$ cat src/rtl/bsa_pkg.sv
package bsa_pkg;
  localparam int DEF_WIDTH = 8;

  // one-bit adder slice result
  typedef struct packed {
    logic cy;
    logic s;
  } slice_t;

  function automatic slice_t add_slice(input logic a, input logic b, input logic c);
    slice_t r;
    r.s  = a ^ b ^ c;
    r.cy = (a & b) | (a & c) | (b & c);
    return r;
  endfunction
endpackage

$ cat src/rtl/bsa_shreg.sv
module bsa_shreg #(
  parameter int WIDTH = 8
) (
  input  logic             clk,
  input  logic             rst_n,
  input  logic             ld,
  input  logic             en,
  input  logic             ser_in,
  input  logic [WIDTH-1:0] par_in,
  output logic [WIDTH-1:0] q
);
  logic [WIDTH-1:0] q_nxt;

  // parallel load wins over shift; otherwise hold
  always_comb begin
    if (ld)      q_nxt = par_in;
    else if (en) q_nxt = {ser_in, q[WIDTH-1:1]};
    else         q_nxt = q;
  end

  always_ff @(posedge clk or negedge rst_n) begin
    if (!rst_n) q <= '0;
    else        q <= q_nxt;
  end
endmodule

$ cat src/rtl/bsa_carry.sv
module bsa_carry (
  input  logic clk,
  input  logic rst_n,
  input  logic clr,
  input  logic en,
  input  logic a_bit,
  input  logic b_bit,
  output logic s_bit,
  output logic c_q
);
  import bsa_pkg::*;

  slice_t slice;
  logic   c_nxt;

  always_comb begin
    slice = add_slice(a_bit, b_bit, c_q);
    s_bit = slice.s;
    if (clr)     c_nxt = 1'b0;
    else if (en) c_nxt = slice.cy;
    else         c_nxt = c_q;
  end

  always_ff @(posedge clk or negedge rst_n) begin
    if (!rst_n) c_q <= 1'b0;
    else        c_q <= c_nxt;
  end


  carry_clr_chk: assert property (@(posedge clk) disable iff (!rst_n)
    clr |=> (c_q == 1'b0));
endmodule

$ cat src/rtl/bsa_countdown.sv
module bsa_countdown #(
  parameter int WIDTH = 8
) (
  input  logic clk,
  input  logic rst_n,
  input  logic load,
  output logic run
);
  localparam int CW = $clog2(WIDTH + 1);
  localparam logic [CW-1:0] START = CW'(WIDTH);

  logic [CW-1:0] cnt_q, cnt_nxt;

  always_comb begin
    if (load)              cnt_nxt = START;
    else if (cnt_q != '0)  cnt_nxt = cnt_q - 1'b1;
    else                   cnt_nxt = cnt_q;
  end

  always_ff @(posedge clk or negedge rst_n) begin
    if (!rst_n) cnt_q <= '0;
    else        cnt_q <= cnt_nxt;
  end

  assign run = |cnt_q;


  cnt_load_chk: assert property (@(posedge clk) disable iff (!rst_n)
    load |=> (cnt_q == START));

  cnt_step_chk: assert property (@(posedge clk) disable iff (!rst_n)
    (!load && cnt_q != '0) |=> (cnt_q == $past(cnt_q) - 1'b1));

  cnt_idle_chk: assert property (@(posedge clk) disable iff (!rst_n)
    (!load && cnt_q == '0) |=> (cnt_q == '0));
endmodule

$ cat src/rtl/bitser_adder.sv
module bitser_adder #(
  parameter int WIDTH = bsa_pkg::DEF_WIDTH
) (
  input  logic             clk,
  input  logic             rst_n,
  input  logic             load,
  input  logic [WIDTH-1:0] op_a,
  input  logic [WIDTH-1:0] op_b,
  output logic [WIDTH-1:0] sum,
  output logic             carry_out,
  output logic             done
);
  logic [WIDTH-1:0] opa_q, opb_q, sum_q;
  logic             run, shift_en, s_bit;

  assign shift_en = run & ~load;

  bsa_countdown #(.WIDTH(WIDTH)) u_cnt (
    .clk(clk), .rst_n(rst_n), .load(load), .run(run)
  );

  bsa_shreg #(.WIDTH(WIDTH)) u_opa (
    .clk(clk), .rst_n(rst_n), .ld(load), .en(shift_en),
    .ser_in(1'b0), .par_in(op_a), .q(opa_q)
  );

  bsa_shreg #(.WIDTH(WIDTH)) u_opb (
    .clk(clk), .rst_n(rst_n), .ld(load), .en(shift_en),
    .ser_in(1'b0), .par_in(op_b), .q(opb_q)
  );

  bsa_carry u_cy (
    .clk(clk), .rst_n(rst_n), .clr(load), .en(shift_en),
    .a_bit(opa_q[0]), .b_bit(opb_q[0]), .s_bit(s_bit), .c_q(carry_out)
  );

  bsa_shreg #(.WIDTH(WIDTH)) u_sum (
    .clk(clk), .rst_n(rst_n), .ld(1'b0), .en(shift_en),
    .ser_in(s_bit), .par_in('0), .q(sum_q)
  );

  assign sum  = sum_q;
  assign done = ~run & ~load;


  sum_hold_chk: assert property (@(posedge clk) disable iff (!rst_n)
    done |=> ($stable(sum_q) && $stable(carry_out)));

  done_fall_chk: assert property (@(posedge clk) disable iff (!rst_n)
    $fell(load) |-> !done);

  operand_drain_chk: assert property (@(posedge clk) disable iff (!rst_n)
    done |-> (opa_q == '0 && opb_q == '0));
endmodule

$ cat config.mk
export PLATFORM = sky130hd
export DESIGN_NAME = bitser_adder
export DESIGN_NICKNAME = d
export VERILOG_FILES = /design/src/rtl/bsa_pkg.sv /design/src/rtl/bsa_shreg.sv /design/src/rtl/bsa_carry.sv /design/src/rtl/bsa_countdown.sv /design/src/rtl/bitser_adder.sv
export SDC_FILE = /design/constraint.sdc
export NUM_CORES = 1
export LEC_CHECK = 0
export ABC_AREA = 1
export BUFFER_PORTS_ARGS = -buffer_cell sky130_fd_sc_hd__clkbuf_2
export CORE_ASPECT_RATIO = 0.5
export CORE_MARGIN = 2
export CORE_UTILIZATION = 34
export CTS_BUF_LIST = sky130_fd_sc_hd__clkbuf_2
export DETAILED_ROUTE_END_ITERATION = 8
export PLACE_DENSITY_LB_ADDON = 0.15
export SLEW_MARGIN = 20
export SYNTH_ARGS = -nofsm -noshare
export SYNTH_HDL_FRONTEND = slang
export SYNTH_SLANG_ARGS = --single-unit
$ cat constraint.sdc
create_clock -name clk -period 1.21 [get_ports clk]
set_input_delay 0.121 -clock clk [delete_from_list [all_inputs] [get_ports clk]]
set_output_delay 0.121 -clock clk [all_outputs]
set_load 0.03 [all_outputs]
# After elaboration in Yosys (flattened, before gate mapping)
# Index checks and enable logic that the tools add are counted.
word_totals:
  wordCells: 29
  register_bits: 29
  out_inout_bits: 10
op_classes:
  n_mux: 8
  add_sub_neg: 1
  reduce_logical: 4
  n_bitwise: 11
ops:
  columns: ["operator", "count"]
  rows:
  - ["two-way mux 8 bit", 4]
  - ["two-way mux 4 bit", 2]
  - ["AND 1 bit", 5]
  - ["nonzero test 2 bit", 2]
  - ["nonzero test 4 bit", 1]
  - ["OR reduction 4 bit", 1]
  - ["subtractor 4 x 1 -> 4 bit, second input constant", 1]
  - ["two-way mux 1 bit", 2]
  - ["NOT 1 bit", 2]
  - ["OR 1 bit", 2]
  - ["bitwise XOR 1 bit", 2]

# Longest topological paths before layout
depth:
  depth_word: 5
  ltp_mapped: 6

# Cells and area by module
# A second synthesis with hierarchy kept.
unflattened:
  cells_unflattened: 171
  hier_area_um2: 1426.4
by_module_without_submodules:
  columns: ["module", "cells_each", "seq_area_each_um2", "area_each_um2", "instances"]
  rows:
  - ["bsa_shreg", 44, 200.2, 374.1, 3]
  - ["bsa_countdown", 28, 100.1, 221.5, 1]
  - ["bsa_carry", 7, 25.0, 65.1, 1]
  - ["bitser_adder", 4, 0.0, 17.5, 1]

# Least setup slack after synthesis
# OpenSTA, ideal clock, no wires.
synth_timing:
  path_kind: "register -> register"
  start: "reg u_cy.c_q"
  end: "reg u_sum.q[7]"
  synth_period_minus_slack_ns: 1.387
  setup_time_ns: 0.118
  arrival_time_ns: 1.269
  stages_incl_launch_ff: 5
  path_buffers: 0
  setup_slack_ns: -0.177
  cell_sequence: "dfrtp_1 -> inv_1 -> fa_1 -> nand3b_1 -> nand2_1"
synth_between:
  elab_chain_cells: 1
synth_lines:
  columns: ["element", "line", "source"]
  rows:
  - ["start: declaration", "bsa_carry.sv:9", "output logic c_q"]
  - ["start signal: assignment", "bsa_carry.sv:26", "else c_q <= c_nxt;"]
  - ["bitwise XOR 1 bit", "bsa_pkg.sv:12", "r.s = a ^ b ^ c;"]
  - ["end signal: assignment", "bsa_shreg.sv:23", "else q <= q_nxt;"]
  - ["end: declaration", "bsa_shreg.sv:10", "output logic [WIDTH-1:0] q"]
# No other way between the ends.
# A chain may end at the register's enable or synchronous reset.

# Final worst setup path
layout_timing:
  start: "reg u_cnt.cnt_q[0]"
  end: "reg u_sum.q[1]"
layout_between:
  elab_chain_cells: 2
layout_lines:
  columns: ["element", "line", "source"]
  rows:
  - ["start: declaration", "bsa_countdown.sv:12", "logic [CW-1:0] cnt_q, cnt_nxt;"]
  - ["start signal: assignment", "bsa_countdown.sv:22", "else cnt_q <= cnt_nxt;"]
  - ["OR reduction 4 bit", "bsa_countdown.sv:25", "assign run = |cnt_q;"]
  - ["AND 1 bit", "bitser_adder.sv:16", "assign shift_en = run & ~load;"]
# No other way between the ends.

==> results_tabular.tex <==
\begin{tabular}{lr}
\hline
Metric & Value \\
\hline
\multicolumn{2}{l}{\textbf{Placement}} \\
Final HPWL from detailed placement & 1.87 mm \\
Area of placed instances & 1600 um\^{}2 \\
Global placement routability congestion & 0.741 \\
Quantity of I/O buffers inserted on ports & 28 \\
\multicolumn{2}{l}{\textbf{Outcome}} \\
Violations in the final reports & setup timing \\
Result of the run & finished, violations left \\
\multicolumn{2}{l}{\textbf{Setup path}} \\
Worst-path cell with the longest stage delay & sky130\_fd\_sc\_hd\_\_dfrtp\_1 \\
Crit. End Element & flip-flop \\
Family with the most delay on the worst path & buffers and inverters \\
Max stage delay on crit path & 0.39 ns \\
Crit Path Class & flip-flop to flip-flop \\
Kind of start point of the critical path & flip-flop \\
Maximum fanout encountered on the critical timing path & 5 \\
Cell depth of the worst setup path & 8 \\
Ordered cell list for the critical path & inv\_2, ha\_4, buf\_4, buf\_4, nand2\_1, buf\_4, nand3\_1, nand2\_1 \\
Crit path DAT & 1.71 ns \\
Buffer and inverter count on the worst path & 4 \\
Worst-case reg-to-reg path depth & 8 \\
Required time of the critical path & 1.52 ns \\
Cell occurring most often along the worst timing path & sky130\_fd\_sc\_hd\_\_buf\_4 \\
\multicolumn{2}{l}{\textbf{Logic synthesis}} \\
Mean cell area of the mapped netlist & 8.08 um\^{}2 \\
Leading register cell type out of synthesis & sky130\_fd\_sc\_hd\_\_dfrtp\_1 \\
Number of synthesized flops with an enable pin & 0 \\
Syn Std Cell Area & 1350 um\^{}2 \\
Synthesized netlist cell count & 167 \\
Net Count, Synth & 188 \\
Synthesis-stage register bit count & 29 \\
Synth cell types & 17 \\
Portion of the post-synthesis area used by sequential elements & 0.538 \\
Proportion of register bits with asynchronous set or reset after synthesis & 1.00 \\
Warning count from the yosys run & 0 \\
\multicolumn{2}{l}{\textbf{Clock tree}} \\
Source-to-sink clock delay at the later pin of the worst-skew pair & 0.36 ns \\
Maximum level of the CTS H-tree & 2 \\
Total CTS buffers & 5 \\
Root buffer cell & sky130\_fd\_sc\_hd\_\_clkbuf\_2 \\
Clk slew on worst S/H paths & 0.15 ns \\
CTS sink cnt & 29 \\
Maximum root-to-sink buffer count & 2 \\
TritonCTS clock tree & yes \\
\multicolumn{2}{l}{\textbf{Pwr}} \\
Total power per unit cell area & 1960 nW/um\^{}2 \\
LEAKAGE & 0.992 nW \\
Worst supply voltage drop on vdd & 0.000441 V \\
\multicolumn{2}{l}{\textbf{Timing}} \\
Final setup vio count & 29 \\
Part of the cycle the worst path needs & 1.16 \\
Setup Skew & 0.00785 ns \\
Time the worst path needs with I/O delays and setup & 1.40 ns \\
Upper clock frequency limit & 712 MHz \\
Worst rel slew slack & 0.750 \\
Actual slew at the worst max-slew pin & 0.375 ns \\
Total negative slack for setup checks & -4.61 ns \\
Final Hold Fails & 0 \\
Setup repair after global routing missed its margin & true \\
Post-layout worst setup margin & -0.194 ns \\
Final Slew Violations & 0 \\
\multicolumn{2}{l}{\textbf{Floorplan}} \\
Placeable Area & 3860 um\^{}2 \\
Die outline height & 48.6 um \\
Ports & 29 \\
Initial standard-cell utilization of the core & 0.349 \\
Die X & 93.1 um \\
Area of the die & 4520 um\^{}2 \\
Site Rows & 16 \\
\multicolumn{2}{l}{\textbf{Min path}} \\
Classification of the worst-slack hold path & input port to flip-flop \\
Hold path cells & 5 \\
\multicolumn{2}{l}{\textbf{Detailed routing}} \\
Routed WL per cell & 11.1 um \\
Initial DRC count & 18 \\
Final routed DRC violation total & 0 \\
Via density per instance & 4.52 \\
Vias after detailed routing & 1230 \\
Total Wirelength & 3.03 mm \\
1st-pass router iterations & 4 \\
Antenna Violating Nets Remaining & 0 \\
\multicolumn{2}{l}{\textbf{Global routing}} \\
Via count of the first global-routing pass & 1106 \\
Antenna violations before repair & 0 \\
Overflow after GRT & 0 \\
Global-route wire length before repair & 4.77 mm \\
Largest net degree at the start of global routing & 30 \\
All-Layer GR Usage & 0.137 \\
\multicolumn{2}{l}{\textbf{Layout}} \\
Finished Cell Area & 1890 um\^{}2 \\
Synthesis-to-layout area growth & 39.8\% \\
Fraction of layout cells with a size suffix above 1 & 0.353 \\
Core utilization of the finished layout & 0.488 \\
N\_diodes & 0 \\
Count of nets after finishing & 238 \\
\multicolumn{2}{l}{\textbf{Flow run}} \\
Total of max-cap violations & 0 \\
\hline
\end{tabular}
==> through the flow <==
step	worst slack [ns]	cells	total power [mW]	hold WS [ns]
2_1_floorplan	0.00520	167	2.37	-0.175
4_1_cts	-0.222	264	3.43	0.0438
6_report	-0.194	272	3.70	0.0623
3_3_place_gp	-0.0257	252	2.78	0.154
3_5_place_dp	-0.0485	252	2.81	0.158
5_1_grt	-0.263	272	4.00	0.0612
==> kinds of logic after synthesis <==
group / count (synthesis) / share of synthesized area
AOI/OAI and AO/OA: 33 / 0.122
buffers and inverters: 28 / 0.0871
DFF: 29 / 0.538
adders and majority gates: 2 / 0.0241
and+or+nand+nor: 75 / 0.229
==> sequential cells by signal, summed over array words and instances (netlist names) <==
signal,count
u_opb.q,8
u_cy.c_q,1
u_sum.q,8
u_opa.q,8
u_cnt.cnt_q,4
==> worst register-to-register path, cell delays in order, from the launching register on <==
cell and delay [ns]:
sky130_fd_sc_hd__dfrtp_1 0.39, sky130_fd_sc_hd__inv_2 0.06, sky130_fd_sc_hd__ha_4 0.17, sky130_fd_sc_hd__buf_4 0.13, sky130_fd_sc_hd__buf_4 0.13, sky130_fd_sc_hd__nand2_1 0.16, sky130_fd_sc_hd__buf_4 0.18, sky130_fd_sc_hd__nand3_1 0.07
sky130_fd_sc_hd__nand2_1 0.07
==> cells in the final DEF (no fill, tap or decap) <==
master and count:
sky130_fd_sc_hd__dfrtp_1 28, sky130_fd_sc_hd__buf_12 1, sky130_fd_sc_hd__nand2_4 1, sky130_fd_sc_hd__o21ai_0 12, sky130_fd_sc_hd__buf_6 2, sky130_fd_sc_hd__nand2_2 5
sky130_fd_sc_hd__dfrtp_2 1, sky130_fd_sc_hd__buf_8 3, sky130_fd_sc_hd__inv_4 1, sky130_fd_sc_hd__a21oi_1 1, sky130_fd_sc_hd__nand3_4 1, sky130_fd_sc_hd__nand2_1 52
sky130_fd_sc_hd__ha_4 1, sky130_fd_sc_hd__nor2_2 1, sky130_fd_sc_hd__fa_1 1, sky130_fd_sc_hd__clkbuf_16 2, sky130_fd_sc_hd__inv_2 4, sky130_fd_sc_hd__o21ai_1 12
sky130_fd_sc_hd__clkinv_2 1, sky130_fd_sc_hd__o21ai_2 7, sky130_fd_sc_hd__inv_1 15, sky130_fd_sc_hd__a21oi_2 1, sky130_fd_sc_hd__clkinv_1 2, sky130_fd_sc_hd__nor2_1 3
sky130_fd_sc_hd__nand3b_1 1, sky130_fd_sc_hd__clkbuf_2 32, sky130_fd_sc_hd__buf_4 13, sky130_fd_sc_hd__or2_1 1, sky130_fd_sc_hd__nand3_1 10, sky130_fd_sc_hd__dlygate4sd3_1 3
==> worst paths after layout <==
kind,startpoint,end,slack (ns)
setup / recovery,u_cnt.cnt_q[0]$_DFFE_PN0N_,u_sum.q[1]$_DFFE_PN0P_,-0.19
hold / removal,op_b[6],u_opb.q[6]$_DFFE_PN0P_,0.06
setup reg to reg,u_cnt.cnt_q[0]$_DFFE_PN0N_,u_sum.q[1]$_DFFE_PN0P_,-0.19
hold reg to reg,u_sum.q[0]$_DFFE_PN0P_,u_sum.q[0]$_DFFE_PN0P_,0.50
max in group asynchronous,rst_n,u_cy.c_q$_DFFE_PN0P_,0.64
min in group asynchronous,rst_n,u_opb.q[0]$_DFFE_PN0P_,0.28
==> where the power goes <==
| group | switching [mW] | total, mW | internal [mW] | leakage (nW) |
|---|---|---|---|---|
| logic | 1.03 | 1.79 | 0.766 | 0.602 |
| clock network | 0.342 | 0.468 | 0.126 | 0.0278 |
| registers | 0.168 | 1.44 | 1.27 | 0.362 |
==> routing by layer <==
metal | vias to the layer above | part of all wire | track usage
met5 | - | 0 | 0
met4 | 0 | 0.011 | 0.0515
met3 | 4 | 0.039 | 0.0467
met2 | 18 | 0.46 | 0.223
met1 | 580 | 0.49 | 0.171
li1 | 628 | - | -
==> cell usage after synthesis, types with 2 or more instances <==
master                     n  area [um^2]
sky130_fd_sc_hd__a21oi_1   2         10.0
sky130_fd_sc_hd__nor2_1    3         11.3
sky130_fd_sc_hd__nand3_1  10         50.1
sky130_fd_sc_hd__inv_2     2         7.51
sky130_fd_sc_hd__dfrtp_1  29          726
sky130_fd_sc_hd__buf_2     7         35.0
sky130_fd_sc_hd__o21ai_1  19         95.1
sky130_fd_sc_hd__o21ai_0  12         60.1
sky130_fd_sc_hd__inv_1    18         67.6
sky130_fd_sc_hd__nand2_1  58          218
==> final cells by class <==
class | count | area (um^2)
clock buffers | 5 | 25.0
clock inverters | 3 | 12.5
fillers | 390 | 1980
inverters | 20 | 77.6
multi-input cells | 110 | 577
flip-flops and latches | 29 | 727
well taps | 54 | 67.6
repair buffers | 51 | 400
==> repair_timing <==
| item | in CTS | in global routing |
|---|---|---|
| hold buffers | 3 | 0 |
| pin swaps | 1 | 1 |
| gates cloned | 0 | 4 |
| setup endpoints to repair | 22 | 29 |
| gates resized for setup | 12 | 19 |
| endpoints found under the hold margin | 31 | 0 |
| buffers inserted | 2 | 4 |
(Power assumes the default switching activity.)
